## src/rtl/run_lfsr_pkg.sv

```systemverilog
package run_lfsr_pkg;

  // Feedback mask for a 256-bit maximal-length register: bits 255, 253, 250, 245.
  localparam logic [255:0] TAPS_256 = (256'd1 << 255) | (256'd1 << 253) |
                                      (256'd1 << 250) | (256'd1 << 245);

  localparam logic [11:0] RND_CSR_ADDR = 12'hFC2;

  typedef enum logic {
    REQ_IDLE = 1'b0,
    REQ_OPEN = 1'b1
  } seed_req_state_e;

endpackage

```

## src/rtl/rlfsr_seed_ctrl.sv

```systemverilog
module rlfsr_seed_ctrl
  import run_lfsr_pkg::*;
(
  input  logic clk,
  input  logic rst_n,
  input  logic run_start,
  input  logic seed_valid,
  output logic seed_req,
  output logic seed_take
);

  seed_req_state_e st_q, st_d;

  assign seed_req  = (st_q == REQ_OPEN);
  assign seed_take = seed_req && seed_valid;

  always_comb begin
    st_d = st_q;
    if (run_start)      st_d = REQ_OPEN;
    else if (seed_take) st_d = REQ_IDLE;
  end

  always_ff @(posedge clk or negedge rst_n) begin
    if (!rst_n) st_q <= REQ_IDLE;
    else        st_q <= st_d;
  end

endmodule

```

## src/rtl/rlfsr_state.sv

```systemverilog
module rlfsr_state #(
  parameter int                 WIDTH    = 256,
  parameter logic [WIDTH-1:0]   TAPS     = run_lfsr_pkg::TAPS_256[WIDTH-1:0],
  parameter logic [WIDTH-1:0]   FALLBACK = WIDTH'(1)
) (
  input  logic             clk,
  input  logic             rst_n,
  input  logic             load,
  input  logic [WIDTH-1:0] load_data,
  input  logic             advance,
  output logic [WIDTH-1:0] state
);

  localparam logic [WIDTH-1:0] ALL_ZERO = '0;

  logic [WIDTH-1:0] state_q, state_d, stepped, seed_safe;
  logic             feedback;

  assign feedback  = ^(state_q & TAPS);
  assign stepped   = {state_q[WIDTH-2:0], feedback};
  assign seed_safe = (load_data == ALL_ZERO) ? FALLBACK : load_data;

  always_comb begin
    if (load)         state_d = seed_safe;
    else if (advance) state_d = stepped;
    else              state_d = state_q;
  end

  always_ff @(posedge clk or negedge rst_n) begin
    if (!rst_n) state_q <= FALLBACK;
    else        state_q <= state_d;
  end

  assign state = state_q;

endmodule

```

## src/rtl/rlfsr_read_port.sv

```systemverilog
module rlfsr_read_port #(
  parameter int              WIDTH     = 256,
  parameter int              CSR_W     = 32,
  parameter int              WSR_IDX_W = 3,
  parameter logic [11:0]     CSR_ADDR  = run_lfsr_pkg::RND_CSR_ADDR,
  parameter logic [WSR_IDX_W-1:0] WSR_IDX = WSR_IDX_W'(3)
) (
  input  logic [WIDTH-1:0]     state,
  input  logic [11:0]          csr_addr,
  input  logic [WSR_IDX_W-1:0] wsr_idx,
  output logic [CSR_W-1:0]     csr_rdata,
  output logic [WIDTH-1:0]     wsr_rdata
);

  logic csr_hit, wsr_hit;

  assign csr_hit = (csr_addr == CSR_ADDR);
  assign wsr_hit = (wsr_idx == WSR_IDX);

  for (genvar i = 0; i < CSR_W; i++) begin : g_csr_bit
    assign csr_rdata[i] = csr_hit & state[i];
  end

  for (genvar j = 0; j < WIDTH; j++) begin : g_wsr_bit
    assign wsr_rdata[j] = wsr_hit & state[j];
  end

endmodule

```

## src/rtl/run_lfsr_rng.sv

```systemverilog
module run_lfsr_rng #(
  parameter int               WIDTH     = 256,
  parameter int               CSR_W     = 32,
  parameter int               WSR_IDX_W = 3,
  parameter logic [WIDTH-1:0] TAPS      = run_lfsr_pkg::TAPS_256[WIDTH-1:0],
  parameter logic [WIDTH-1:0] FALLBACK  = WIDTH'(1)
) (
  input  logic                 clk,
  input  logic                 rst_n,
  input  logic                 run_start,
  input  logic                 running,
  input  logic                 seed_valid,
  input  logic [WIDTH-1:0]     seed_data,
  output logic                 seed_req,
  input  logic [11:0]          csr_addr,
  output logic [CSR_W-1:0]     csr_rdata,
  input  logic [WSR_IDX_W-1:0] wsr_idx,
  output logic [WIDTH-1:0]     wsr_rdata
);

  logic             seed_take;
  logic [WIDTH-1:0] lfsr_state;

  rlfsr_seed_ctrl u_ctrl (
    .clk        (clk),
    .rst_n      (rst_n),
    .run_start  (run_start),
    .seed_valid (seed_valid),
    .seed_req   (seed_req),
    .seed_take  (seed_take)
  );

  rlfsr_state #(
    .WIDTH    (WIDTH),
    .TAPS     (TAPS),
    .FALLBACK (FALLBACK)
  ) u_state (
    .clk       (clk),
    .rst_n     (rst_n),
    .load      (seed_take),
    .load_data (seed_data),
    .advance   (running),
    .state     (lfsr_state)
  );

  rlfsr_read_port #(
    .WIDTH     (WIDTH),
    .CSR_W     (CSR_W),
    .WSR_IDX_W (WSR_IDX_W)
  ) u_read (
    .state     (lfsr_state),
    .csr_addr  (csr_addr),
    .wsr_idx   (wsr_idx),
    .csr_rdata (csr_rdata),
    .wsr_rdata (wsr_rdata)
  );

endmodule

```

## config.mk

```make
export PLATFORM = sky130hd
export DESIGN_NAME = run_lfsr_rng
export DESIGN_NICKNAME = d
export VERILOG_FILES = /design/src/rtl/run_lfsr_pkg.sv /design/src/rtl/rlfsr_seed_ctrl.sv /design/src/rtl/rlfsr_state.sv /design/src/rtl/rlfsr_read_port.sv /design/src/rtl/run_lfsr_rng.sv
export SDC_FILE = /design/constraint.sdc
export NUM_CORES = 1
export LEC_CHECK = 0
export BUFFER_PORTS_ARGS = -buffer_cell sky130_fd_sc_hd__clkbuf_2
export CORE_AREA = 2 2 218 220
export CTS_BUF_LIST = sky130_fd_sc_hd__clkbuf_16
export CTS_CLUSTER_SIZE = 16
export DETAILED_ROUTE_END_ITERATION = 8
export DIE_AREA = 0 0 220 222
export PLACE_DENSITY = 0.66
export SLEW_MARGIN = 20
export SYNTH_ARGS = -nofsm -noshare
export SYNTH_HDL_FRONTEND = slang
export SYNTH_SLANG_ARGS = --single-unit
```

## constraint.sdc

```tcl
create_clock -name clk -period 3.3 [get_ports clk]
set_input_delay 0.33 -clock clk [delete_from_list [all_inputs] [get_ports clk]]
set_output_delay 0.33 -clock clk [all_outputs]
set_load 0.01 [all_outputs]
```

## Word level (Yosys, flattened, before mapping)

Cells that the tools add are included.
W data, S select, Z words.

- Bitwise operators: 288
- Reductions and logical operators: 5
- Mux-type cells: 5
- Eq/ne operators: 2

Operator list:

| operator | number |
|---|---|
| $mux W256 | 3 |
| $and A1 B1 Y1 | 288 |
| $logic_not A256 Y1 | 1 |
| $reduce_xor A256 Y1 | 1 |
| $eq A12 B12 Y1 const B | 1 |
| $reduce_bool A2 Y1 | 2 |
| $eq A3 B2 Y1 const B | 1 |
| $mux W1 | 2 |
| $logic_and A1 B1 Y1 | 1 |

- Word-level logic and storage cells: 302
- Output and inout port bits: 289
- Bits of input ports: 276
- Flip-flop bits (word level): 257

## Depth between registers and ports, before layout

- Word-level depth: 3
- Depth in mapped cells: 8
- Depth with buffers taken out: 5

## Hierarchy

From an unflattened synthesis, not the netlist that was laid out.

- Cells, all modules: 1574
- Area, all modules: 14881.8 um^2

Modules (own cells, without submodules):

| module | area an instance (um^2) | cells an instance | seq. area each (um^2) | instances |
|---|---|---|---|---|
| rlfsr_state | 12213.0 | 1200 | 6407.4 | 1 |
| rlfsr_read_port | 2625.0 | 370 | 0.0 | 1 |
| rlfsr_seed_ctrl | 43.8 | 4 | 25.0 | 1 |

## Worst setup path before layout

No wires, ideal clock.

- Kind: input port to output port
- Start point: input csr_addr[0]
- End point: output csr_rdata[0]
- Required time: 2970 ps
- Path slack: 1704 ps
- Buffers on the path: 1
- Stages on the path: 5
- Arrival: 1266 ps
- Cells stage by stage: nor4b_1 nand4_1 nor2_1 clkbuf_2 and2_1

- Word-level cells in the longest chain between the ends: 2

Ends and longest elaborated chain:

| item | line | RTL |
|---|---|---|
| from (decl) | run_lfsr_rng.sv:15 | `input logic [11:0] csr_addr,` |
| $eq A12 B12 Y1 | rlfsr_read_port.sv:17 | `assign csr_hit = (csr_addr == CSR_ADDR);` |
| $and A1 B1 Y1 | rlfsr_read_port.sv:21 | `assign csr_rdata[i] = csr_hit & state[i];` |
| to (decl) | run_lfsr_rng.sv:16 | `output logic [CSR_W-1:0] csr_rdata,` |

No other way between the ends.

## Final worst setup path

- Start point: input seed_data[13]
- End point: register u_state.state_q[0], in the netlist u_state.state[0]

- Word-level cells in the longest chain between the ends: 3

Ends and longest elaborated chain:

| item | line | RTL |
|---|---|---|
| from (decl) | run_lfsr_rng.sv:13 | `input logic [WIDTH-1:0] seed_data,` |
| $logic_not A256 Y1 | rlfsr_state.sv:21 | `assign seed_safe = (load_data == ALL_ZERO) ? FALLBACK : load_data;` |
| $mux W256 | rlfsr_state.sv:21 |  |
| $mux W256 | rlfsr_state.sv:24 | `if (load) state_d = seed_safe;` |
| to (signal assigned) | rlfsr_state.sv:31 | `else state_q <= state_d;` |
| to (decl) | rlfsr_state.sv:16 | `logic [WIDTH-1:0] state_q, state_d, stepped, seed_safe;` |

No other way between the ends.
A chain may end at the register's enable or synchronous reset.

==> results.toml <==
[setup_path]
r2r-start = "u_ctrl.seed_req"
reg2reg_depth = 5
critPathSlowestCell = "nor4_1"
worstReg2RegEnd = "u_state.state[3]"
worst_setup_path_end_kind = "flip-flop"
path_cells = "dlygate4sd3_1 -> clkbuf_2 -> nor4_1 -> nand4_1 -> nor4_1 -> buf_4 -> nand4_1 -> a31oi_1"
crit_path_max_fanout = 2
crit_path_start_kind = "input pin"
reg2reg_slack_ns = 1.41
crit_arrival_ns = 2.88
worstPathRequired_ns = 3.79
cpPeakStageDelay_ns = 0.65
crit_type = "input pin to flip-flop"

[sta]
setup_viol = 0
grt_setup_unrepaired = "false"
fin_crit_ns = 2.38
worst_slew_pin_slew_ns = 0.885
hold_violations = 0
report.final.slew_viol_count = 0
fmax_mhz = 419
maxSlewHeadroom_pct = 41.0
finalSetupTns_ns = 0
final.period_utilization_pct = 72.2
skew_ns = 0.00635

[detailed_routing]
dr.pass1.iters = 5
wire_per_inst_um = 18.5
drtIter0Drc = 920
via_per_inst = 5.02
finalWirelength_um = 53500
route.detailed.drc = 0
vias = 14500
postRouteAntennaNets = 0

[global_routing]
grt_max_degree = 136
grt_usage_pct = 20.8
grt-ovfl-total = 0
grt_pass1_vias = 14600
grt_pass1_wl_um = 81000
antenna_found_initial = 0

[logic_synthesis]
post_synth.cell_area_avg_um2 = 9.38
yosysUniqueCellTypes = 23
synth_nets = 1806
ys_ff_latch = 257
netlist_area_um2 = 14300
ys_warn_count = 0
yosysSeqAreaShare_pct = 44.8
synth_cells = 1530

[clocking]
cts_tree = "built"
cts_max_level = 1
ctsResizeCount = 0
cts-root-buf = "clkbuf_16"
clock_sinks = 257
worstSkewPairLatency_ns = 0.57
clk_pin_slew_worst_paths_ns = 0.06
cts_buffers = 30
clockBufferDepth = 3

[finish]
final_nets = 2535
final_cell_mix = "562 x clkbuf_2, 288 x and2_1, 256 x nand2_1, 256 x dfrtp_1, 255 x mux2i_1"
area.sequential_um2 = 6430
fillers = 4290
final_cells = 2890
final_core_util_pct = 45.2
final_layout_size_suffix_gt1_share_pct = 28.7
syn2layout_area_growth_pct = 45.6
fin_area_um2 = 20900
final_common_cell = "clkbuf_2"
multiInputGateArea_um2 = 7250
diodes = 0

[place]
port_buffers = 564
dpl_cell_area_um2 = 17700
gp_congestion = 0.939
dpl.cell_count = 2616
post-dp-hpwl_um = 37800

[flow_run]
drv_cap = 0

[floorplan]
core_um2 = 46300
initial_core_util_pct = 31.0
row_count = 79
die_h_um = 222
io_pins = 565
die_area_um2 = 48800
die_w_um = 220

[hold_path]
hold_path_class = "input pin to flip-flop"
whs_endpoint = "u_state.state[127]"
min_from = "seed_data[127]"
whs_path_depth = 3

[power]
power.density_nw_per_um2 = 456
ir_drop_uv = 350
leakage_nw = 10.4

[outcome]
status = "finished, final reports clean"
[flip-flops by register name, summed over array words and instances, names as in the netlist]
signal,count
u_state.state,256
u_ctrl.seed_req,1
[synthesized netlist by cell type]
cell type,count,area (µm²)
nand2_1,256,961
buf_6,22,248
mux2i_1,255,2550
buf_1,1,3.75
nor4b_1,1,8.76
a21oi_1,1,5.00
nor2_1,5,18.8
nand4_1,19,119
clkbuf_1,50,188
o21ai_0,108,541
inv_1,2,7.51
dfstp_2,1,26.3
a31oi_1,1,6.26
buf_4,4,30.0
xnor2_1,3,26.3
a21o_1,1,7.51
clkbuf_2,3,15.0
buf_2,37,185
nor4_1,64,400
and2_1,289,1810
o21ai_1,147,736
dfrtp_1,256,6410
nor4_2,4,50.1
[per-stage QoR]
step / hold WS (ns) / power, mW / setup slack, ns
after floorplan: 0.0344 / 5.03 / 1.70
after global placement: 0.462 / 5.78 / 0.826
after detailed placement: 0.476 / 5.85 / 0.809
after CTS: 0.000250 / 9.63 / 0.869
after global routing: 0.00902 / 10.0 / 0.777
final: 0.0256 / 9.53 / 0.916
[routing by layer]
metal	up-vias	global-route usage (%)	wire [µm]
li1	6713	-	-
met1	6929	24.5	20900
met2	679	35.8	26100
met3	179	4.88	3920
met4	0	9.27	2570
met5	-	0	0
[report_power, final]
part | switching [mW] | leakage (nW) | internal (mW) | total (mW)
Combinational | 0.957 | 6.74 | 0.904 | 1.86
Sequential | 0.476 | 3.16 | 3.67 | 4.14
Clock | 1.42 | 0.517 | 2.10 | 3.52
[area by class of cell]
| class | instances | share of cell area, % |
|---|---|---|
| multi-input cells | 1154 | 34.7 |
| flip-flops and latches | 257 | 30.8 |
| repair buffers | 814 | 25.9 |
| clock buffers | 31 | 3.71 |
| well taps | 607 | 3.63 |
| clock inverters | 25 | 1.28 |
| inverters | 2 | 0.0359 |
[cells by family after synthesis]
family / Yosys count / share of synthesized area (%)
DFF: 257 / 44.8
xor gates and xnor gates: 3 / 0.183
muxes: 255 / 17.8
buffers and inverters: 119 / 4.72
and+or+nand+nor: 638 / 23.5
AOI/OAI and AO/OA: 258 / 9.03
[worst max-delay path: cells and delay by family]
family / cells / cell delay (ns)
buf+inv: 3 / 0.82
simple gates: 4 / 1.52
compound gates: 1 / 0.19
[how the worst max path moves through the flow]
stage	from	endpoint	cells after the start
after floorplan	csr_addr[0]	csr_rdata[0]	5
after global placement	seed_data[205]	u_state.state[0]	6
after detailed placement	seed_data[10]	u_state.state[0]	7
after CTS	seed_data[13]	u_state.state[0]	8
after global routing	seed_data[13]	u_state.state[0]	8
final	seed_data[13]	u_state.state[0]	8
[what timing repair did]
item	CTS	global route
hold buffers	218	0
endpoints found under the setup margin	0	0
hold endpoints to repair	315	0
buffers inserted	0	0
Power figures use the tool's default switching activity.
